File: src/rtl/dxw_pkg.sv
package dxw_pkg;

    typedef enum logic [1:0] {
        S_ARMED   = 2'd0,
        S_FLAGGED = 2'd1,
        S_FIRE    = 2'd2,
        S_HELD    = 2'd3
    } dxw_state_e;

    localparam logic [7:0] OFF_SMI_CTL = 8'h30;
    localparam logic [7:0] OFF_PERIOD  = 8'h60;
    localparam logic [7:0] OFF_STATUS  = 8'h64;
    localparam logic [7:0] OFF_CTRL    = 8'h68;

    localparam int BIT_GLB_SMI = 0;
    localparam int BIT_WDT_SMI = 13;
    localparam int BIT_TIMEOUT = 3;
    localparam int BIT_HALT    = 11;

endpackage

File: src/rtl/dxw_prescaler.sv
module dxw_prescaler #(
    parameter int TICK_DIV = 1000
) (
    input  logic clk,
    input  logic rst_n,
    output logic tick
);
    localparam int PW = (TICK_DIV > 1) ? $clog2(TICK_DIV) : 1;
    localparam logic [PW-1:0] LAST = PW'(TICK_DIV - 1);

    logic [PW-1:0] pc_q;

    generate
        if (TICK_DIV > 1) begin : g_div
            always_ff @(posedge clk) begin
                if (!rst_n) begin
                    pc_q <= '0;
                end else if (pc_q == LAST) begin
                    pc_q <= '0;
                end else begin
                    pc_q <= pc_q + 1'b1;
                end
            end
            assign tick = (pc_q == LAST);
        end else begin : g_nodiv
            always_ff @(posedge clk) begin
                pc_q <= '0;
            end
            assign tick = 1'b1;
        end
    endgenerate
endmodule

File: src/rtl/dxw_countdown.sv
module dxw_countdown #(
    parameter int CNT_W          = 8,
    parameter int DEFAULT_PERIOD = 30
) (
    input  logic             clk,
    input  logic             rst_n,
    input  logic             tick,
    input  logic             halt,
    input  logic             kick,
    input  logic [CNT_W-1:0] period,
    output logic [CNT_W-1:0] count,
    output logic             expire
);
    logic [CNT_W-1:0] cnt_q;

    assign expire = tick && !halt && !kick && (cnt_q == '0);
    assign count  = cnt_q;

    always_ff @(posedge clk) begin
        if (!rst_n) begin
            cnt_q <= CNT_W'(DEFAULT_PERIOD);
        end else if (kick) begin
            cnt_q <= period;
        end else if (tick && !halt) begin
            if (cnt_q == '0) begin
                cnt_q <= period;
            end else begin
                cnt_q <= cnt_q - 1'b1;
            end
        end
    end
endmodule

File: src/rtl/dxw_regs.sv
module dxw_regs
    import dxw_pkg::*;
#(
    parameter int ADDR_W         = 8,
    parameter int DATA_W         = 32,
    parameter int CNT_W          = 8,
    parameter int DEFAULT_PERIOD = 30
) (
    input  logic              clk,
    input  logic              rst_n,
    input  logic              wr,
    input  logic [ADDR_W-1:0] addr,
    input  logic [DATA_W-1:0] wdata,
    input  logic              timeout_flag,
    output logic [DATA_W-1:0] rdata,
    output logic              wdt_smi_en,
    output logic              glb_smi_en,
    output logic              halt,
    output logic [CNT_W-1:0]  period,
    output logic              clear_req
);
    logic             wdt_en_q;
    logic             glb_en_q;
    logic             halt_q;
    logic [CNT_W-1:0] period_q;

    logic hit_smi, hit_period, hit_status, hit_ctrl;

    assign hit_smi    = (addr == ADDR_W'(OFF_SMI_CTL));
    assign hit_period = (addr == ADDR_W'(OFF_PERIOD));
    assign hit_status = (addr == ADDR_W'(OFF_STATUS));
    assign hit_ctrl   = (addr == ADDR_W'(OFF_CTRL));

    always_ff @(posedge clk) begin
        if (!rst_n) begin
            wdt_en_q <= 1'b1;
            glb_en_q <= 1'b1;
            halt_q   <= 1'b0;
            period_q <= CNT_W'(DEFAULT_PERIOD);
        end else if (wr) begin
            if (hit_smi) begin
                wdt_en_q <= wdata[BIT_WDT_SMI];
                glb_en_q <= wdata[BIT_GLB_SMI];
            end
            if (hit_period) begin
                period_q <= wdata[CNT_W-1:0];
            end
            if (hit_ctrl) begin
                halt_q <= wdata[BIT_HALT];
            end
        end
    end

    assign clear_req  = wr && hit_status && wdata[BIT_TIMEOUT];
    assign wdt_smi_en = wdt_en_q;
    assign glb_smi_en = glb_en_q;
    assign halt       = halt_q;
    assign period     = period_q;

    always_comb begin
        rdata = '0;
        if (hit_smi) begin
            rdata[BIT_WDT_SMI] = wdt_en_q;
            rdata[BIT_GLB_SMI] = glb_en_q;
        end else if (hit_period) begin
            rdata[CNT_W-1:0] = period_q;
        end else if (hit_status) begin
            rdata[BIT_TIMEOUT] = timeout_flag;
        end else if (hit_ctrl) begin
            rdata[BIT_HALT] = halt_q;
        end
    end
endmodule

File: src/rtl/dual_expiry_watchdog.sv
module dual_expiry_watchdog
    import dxw_pkg::*;
#(
    parameter int ADDR_W         = 8,
    parameter int DATA_W         = 32,
    parameter int CNT_W          = 8,
    parameter int TICK_DIV       = 1000,
    parameter int DEFAULT_PERIOD = 30
) (
    input  logic              clk,
    input  logic              rst_n,
    input  logic              bus_wr,
    input  logic [ADDR_W-1:0] bus_addr,
    input  logic [DATA_W-1:0] bus_wdata,
    output logic [DATA_W-1:0] bus_rdata,
    input  logic              kick,
    output logic              smi,
    output logic              reboot_pulse,
    output logic              reboot_req
);
    dxw_state_e state_q, state_d;

    logic             tick;
    logic             expire;
    logic             halt_q;
    logic             wdt_smi_en, glb_smi_en;
    logic             clear_req;
    logic             timeout_flag;
    logic [CNT_W-1:0] period_q;
    logic [CNT_W-1:0] cnt_q;

    dxw_prescaler #(.TICK_DIV(TICK_DIV)) u_pre (
        .clk   (clk),
        .rst_n (rst_n),
        .tick  (tick)
    );

    dxw_countdown #(.CNT_W(CNT_W), .DEFAULT_PERIOD(DEFAULT_PERIOD)) u_cnt (
        .clk    (clk),
        .rst_n  (rst_n),
        .tick   (tick),
        .halt   (halt_q),
        .kick   (kick),
        .period (period_q),
        .count  (cnt_q),
        .expire (expire)
    );

    dxw_regs #(
        .ADDR_W(ADDR_W), .DATA_W(DATA_W),
        .CNT_W(CNT_W), .DEFAULT_PERIOD(DEFAULT_PERIOD)
    ) u_regs (
        .clk          (clk),
        .rst_n        (rst_n),
        .wr           (bus_wr),
        .addr         (bus_addr),
        .wdata        (bus_wdata),
        .timeout_flag (timeout_flag),
        .rdata        (bus_rdata),
        .wdt_smi_en   (wdt_smi_en),
        .glb_smi_en   (glb_smi_en),
        .halt         (halt_q),
        .period       (period_q),
        .clear_req    (clear_req)
    );

    always_comb begin
        state_d = state_q;
        unique case (state_q)
            S_ARMED:   if (expire) state_d = S_FLAGGED;
            S_FLAGGED: begin
                if (expire)         state_d = S_FIRE;
                else if (clear_req) state_d = S_ARMED;
            end
            S_FIRE:    state_d = S_HELD;
            S_HELD:    state_d = S_HELD;
            default:   state_d = S_ARMED;
        endcase
    end

    always_ff @(posedge clk) begin
        if (!rst_n) begin
            state_q <= S_ARMED;
        end else begin
            state_q <= state_d;
        end
    end

    always_comb begin
        timeout_flag = 1'b0;
        reboot_pulse = 1'b0;
        reboot_req   = 1'b0;
        unique case (state_q)
            S_ARMED:   ;
            S_FLAGGED: timeout_flag = 1'b1;
            S_FIRE: begin
                timeout_flag = 1'b1;
                reboot_pulse = 1'b1;
                reboot_req   = 1'b1;
            end
            S_HELD: begin
                timeout_flag = 1'b1;
                reboot_req   = 1'b1;
            end
            default: ;
        endcase
        smi = timeout_flag && wdt_smi_en && glb_smi_en;
    end
endmodule

File: config.mk
export PLATFORM = sky130hd
export DESIGN_NAME = dual_expiry_watchdog
export DESIGN_NICKNAME = d
export VERILOG_FILES = /design/src/rtl/dxw_pkg.sv /design/src/rtl/dxw_prescaler.sv /design/src/rtl/dxw_countdown.sv /design/src/rtl/dxw_regs.sv /design/src/rtl/dual_expiry_watchdog.sv
export SDC_FILE = /design/constraint.sdc
export NUM_CORES = 1
export LEC_CHECK = 0
export ABC_AREA = 0
export CAP_MARGIN = 30
export CORE_ASPECT_RATIO = 1.1
export CORE_UTILIZATION = 43
export DETAILED_ROUTE_END_ITERATION = 7
export PLACE_DENSITY = 0.84
export SYNTH_ARGS = -nofsm -noshare
export SYNTH_HDL_FRONTEND = slang
export SYNTH_SLANG_ARGS = --single-unit
File: constraint.sdc
create_clock -name clk -period 2.4 [get_ports clk]
set_clock_uncertainty 0.1 [all_clocks]
set_input_delay 0.48 -clock clk [delete_from_list [all_inputs] [get_ports clk]]
set_output_delay 0.48 -clock clk [all_outputs]
set_load 0.1 [all_outputs]
-- After elaboration in Yosys (flattened, before gate mapping)
Cells that the tools add are included.
- word-level logic and storage cells: 60
- output and inout port bits: 35
- bits in registers: 31
- reductions and logical operators: 19
- add/sub/neg operators: 2
- equal/unequal tests: 10
- bitwise logic cells: 1
- multiplexer cells: 21
- operators with widths (operator ; number):
    8-bit by 7-bit == test with 1-bit output (second input constant) ; 3
    8-bit two-way mux ; 3
    1-bit two-way mux ; 11
    10-bit by 1-bit adder with 10-bit output (second input constant) ; 1
    10-bit == test (second input constant) ; 1
    8-bit by 6-bit == test with 1-bit output (second input constant) ; 1
    8-bit logical NOT ; 1
    2-bit AND reduction ; 4
    8-bit by 1-bit subtractor with 8-bit output (second input constant) ; 1
    1-bit logical AND ; 7
    7-bit two-way mux ; 1
    2-bit two-way mux ; 3
    2-bit one-hot mux with 3 select lines ; 1
    2-bit == test (second input constant) ; 2
    4-bit two-way mux ; 1
    2-bit OR reduction ; 2
    3-bit two-way mux ; 1
    3-bit != test (second input constant) ; 1
    3-bit OR reduction ; 1
    2-bit by 1-bit == test with 1-bit output (second input constant) ; 1
    1-bit logical NOT ; 2
    2-bit logical NOT ; 1
    2-bit != test (second input constant) ; 1
    2-bit nonzero test ; 1
    1-bit inverter ; 1

-- Logic depth before layout (Yosys ltp)
- depth after elaboration: 6
- depth in mapped cells: 6

-- Cells and area by module
Synthesis repeated with hierarchy kept, for this count alone.
- cell total of the unflattened synthesis: 234
- area, all modules: 1958.1 µm²
- modules (own cells, without submodules) (module ; cells an instance ; times used ; area an instance (µm²) ; sequential area each (µm²)):
    dxw_regs ; 96 ; 1 ; 783.3 ; 220.2
    dxw_countdown ; 73 ; 1 ; 600.6 ; 160.2
    dxw_prescaler ; 54 ; 1 ; 478.0 ; 200.2
    dual_expiry_watchdog ; 11 ; 1 ; 96.3 ; 40.0

-- Least setup slack after synthesis
No wires, ideal clock.
- path type: in2out
- from: input bus_addr[1]
- to: output bus_rdata[5]
- arrival: 3.869 ns
- setup slack: -2.049 ns
- stages: 3
- data required time: 1.820 ns
- cell sequence: nor4b_2 nand2_1 nor4_1
- word-level cells in the longest chain between the ends: 3
- ends and longest elaborated chain (what ; line ; RTL):
    start: declaration ; dual_expiry_watchdog.sv:13 ; input logic [ADDR_W-1:0] bus_addr,
    8-bit by 7-bit == test with 1-bit output ; dxw_regs.sv:30 ; assign hit_period = (addr == ADDR_W'(OFF_PERIOD));
    4-bit two-way mux ; dxw_regs.sv:65 ; end else if (hit_period) begin
    7-bit two-way mux (*) ; dxw_regs.sv:62 ; if (hit_smi) begin
    end: declaration ; dual_expiry_watchdog.sv:15 ; output logic [DATA_W-1:0] bus_rdata,
Every way passes the cells marked *; elsewhere a longest branch is shown, timed or not.

-- Worst setup path after layout
- from: input bus_addr[1]
- to: output bus_rdata[13]
- word-level cells in the longest chain between the ends: 2
- ends and longest elaborated chain (what ; line ; RTL):
    8-bit by 6-bit == test with 1-bit output ; dxw_regs.sv:29 ; assign hit_smi = (addr == ADDR_W'(OFF_SMI_CTL));
    1-bit two-way mux ; dxw_regs.sv:62 ;
Every way passes these cells.

==> summary.txt <==
outcome: finished clean
maximum vdd drop: 0.396 mV
Critical-path top delay cell: nor4b_4
antenna viol nets, final: 0
row count: 24
yosys warns: 0
Slew headroom: 0.649
asr flop ratio synth: 0
synthesized area: 1860 µm²
post-route setup TNS: 0 ps
number of remaining DRC errors: 0
antenna cells: 0
Synth Instances: 224
hold_ws: 360 ps
cell leakage power: 1.11 nW
Top FF cell, synth: dfxtp_1
Tcrit/Tclk final: 0.967
Clock Sinks: 31
FF-to-FF setup slack: 320 ps
TritonRoute pass-1 iters: 6
worst reg2reg path depth: 6
required time worst endpoint: 1820 ps
CTS tree: yes
initial antenna violation count: 0
CP Max Fanout: 4
unrepaired setup endpoints after global routing: no
CP peak stage delay: 320 ps
# hold bufs at CTS: 0
final worst slack: 78.8 ps
DIE AREA: 4590 µm²
CP Depth: 7
most frequent CP cell: buf_4
Worst R2R End: state_q[0]
TritonCTS buffer count: 5
CP delay by family, top: simple AND/OR/NAND/NOR gates
Post-synth EDFFs: 0
Worst Setup SP: bus_addr[1]
Routed WL: 4580 µm
vias: 1754
CP Class: in2out
H-Tree Level Count: 2
area grow syn2layout: 37.4%
Hold WC Path Type: reg2reg
gpl congestion: 0.842
CP bufs+invs: 4
global route overflow: 0
first-pass GRT wire length: 7820 µm
Least-Margin Pin Slew: 522 ps
setup violators final: 0
Worst setup endpoint: bus_rdata[13]
Hold Vio Cnt, Final: 0
fin. max-slew vios: 0
Die X: 64.7 µm
WP data arrival: 1740 ps
clock buffer depth: 2
Worst-path clk slew: 60 ps
Hold Path Stages: 1
core area: 4050 µm²
Port Buf Inserts: 34
critical path cell sequence: clkbuf_2 > nor4b_4 > buf_4 > buf_4 > and3_4 > and2_2 > buf_12
PwrDens: 478 nW/µm²
FF-to-FF Start: u_cnt.count[0]
gr usage total: 0.219
FF/Latch Area: 621 µm²
worst-skew pair later-pin latency: 290 ps
num ports: 79
average size of a mapped cell: 8.31 µm²
overall power: 1.22 mW
multi-input logic area: 1190 µm²
number of synthesized register bits: 31
DR iter-0 viols: 94
vias in the first global route: 1685
# Max-Cap Violations: 0
Crit. End Element: primary output
fmax: 0.431 GHz
Post-Route Utilization: 0.631
Filler Cell Count: 344
fin nets: 323
largest net degree at the start of global routing: 19
layout cells sized above 1: 0.245
Initial Util: 0.459
Setup WS pre-CTS: -379 ps
die height: 71.0 µm
register area share after synthesis: 0.334
critical path launch point type: input port
DR vias/cell: 5.33
Final HPWL DP: 3540 µm
clk root buf: clkbuf_8
synth unique cells: 55
Period minus WS final: 2320 ps
routed len/inst: 13.9 µm
synthesized netlist by cell type, drive strengths merged (3+ instances only):
master / count / area (µm²)
a21oi: 7 / 38.8
and2: 8 / 50.1
and3: 4 / 25.0
buf: 25 / 186
clkbuf: 3 / 11.3
dfxtp: 31 / 621
ha: 3 / 37.5
inv: 10 / 37.5
mux2i: 11 / 110
nand2: 21 / 78.8
nand3: 11 / 55.1
nand4: 4 / 31.3
nor2: 24 / 90.1
nor3: 9 / 45.0
nor3b: 3 / 22.5
nor4: 3 / 18.8
nor4b: 3 / 47.5
o21ai: 3 / 15.0
xnor2: 6 / 52.6
cell type report:
class / instances / area share
clock buffers: 5 / 0.0269
clock inverters: 3 / 0.00783
inverters: 11 / 0.0162
multi-input cells: 175 / 0.464
flip-flops and latches: 31 / 0.243
well taps: 52 / 0.0255
repair buffers: 52 / 0.217
what timing repair did:
action                                  in CTS  in global routing
gates resized for setup                     21                  5
endpoints found under the setup margin      10                  9
pin swaps                                    4                  5
setup buffers                                2                  1
per-layer routing:
| layer | GRT usage | wire [µm] | vias to the layer above |
|---|---|---|---|
| li1 | - | - | 855 |
| met1 | 0.265 | 1980 | 834 |
| met2 | 0.367 | 2330 | 53 |
| met3 | 0.0484 | 169 | 12 |
| met4 | 0.0963 | 98 | 0 |
| met5 | 0 | 0 | - |
state kept, by name (all words and copies together), names as in the netlist:
| signal | flops |
|---|---|
| u_pre.pc_q | 10 |
| u_cnt.count | 8 |
| u_regs.period | 8 |
| state_q | 2 |
| u_regs.glb_smi_en | 1 |
| u_regs.halt | 1 |
| u_regs.wdt_smi_en | 1 |
kinds of logic (layout without fill, tap and decap cells):
family	after synthesis	count (layout)	share of synthesized area
compound gates	30	30	0.118
flops	31	31	0.334
fa+ha+maj	3	3	0.0202
buf+inv	39	71	0.128
other cells	1	22	0.00202
simple gates	101	101	0.301
xor+xnor	8	8	0.0377
mux	11	11	0.0592
stage by stage:
stage	area [µm²]	cells
after global placement	2430	319
after CTS	2560	329
final	2560	329
after global routing	2560	329
after floorplan	2010	245
after detailed placement	2430	319
cell usage in the layout (no fill, tap or decap), drive strengths merged, types with 8 or more instances in the layout:
cell type,n
and2,8
nor2,24
mux2i,11
inv,10
nand3,11
dfxtp,31
nand2,21
nor3,9
conb,22
clkdlybuf4s50,13
buf,33
how the worst min path moves through the flow:
stage                        from            end  slack, ps
floorplan           u_pre.pc_q[0]  u_pre.pc_q[0]        320
global placement    u_pre.pc_q[0]  u_pre.pc_q[0]        330
detailed placement  u_pre.pc_q[0]  u_pre.pc_q[0]        340
CTS                 u_pre.pc_q[0]  u_pre.pc_q[0]        350
global route        u_pre.pc_q[0]  u_pre.pc_q[0]        390
finish              u_pre.pc_q[0]  u_pre.pc_q[0]        360
power by group:
| part | internal (mW) | total, mW | switching, mW |
|---|---|---|---|
| clock network | 0.201 | 0.405 | 0.204 |
| logic | 0.0649 | 0.278 | 0.214 |
| registers | 0.525 | 0.537 | 0.0125 |
| total | 0.791 | 1.22 | 0.430 |
No activity file was read; power rests on OpenSTA's default activity.
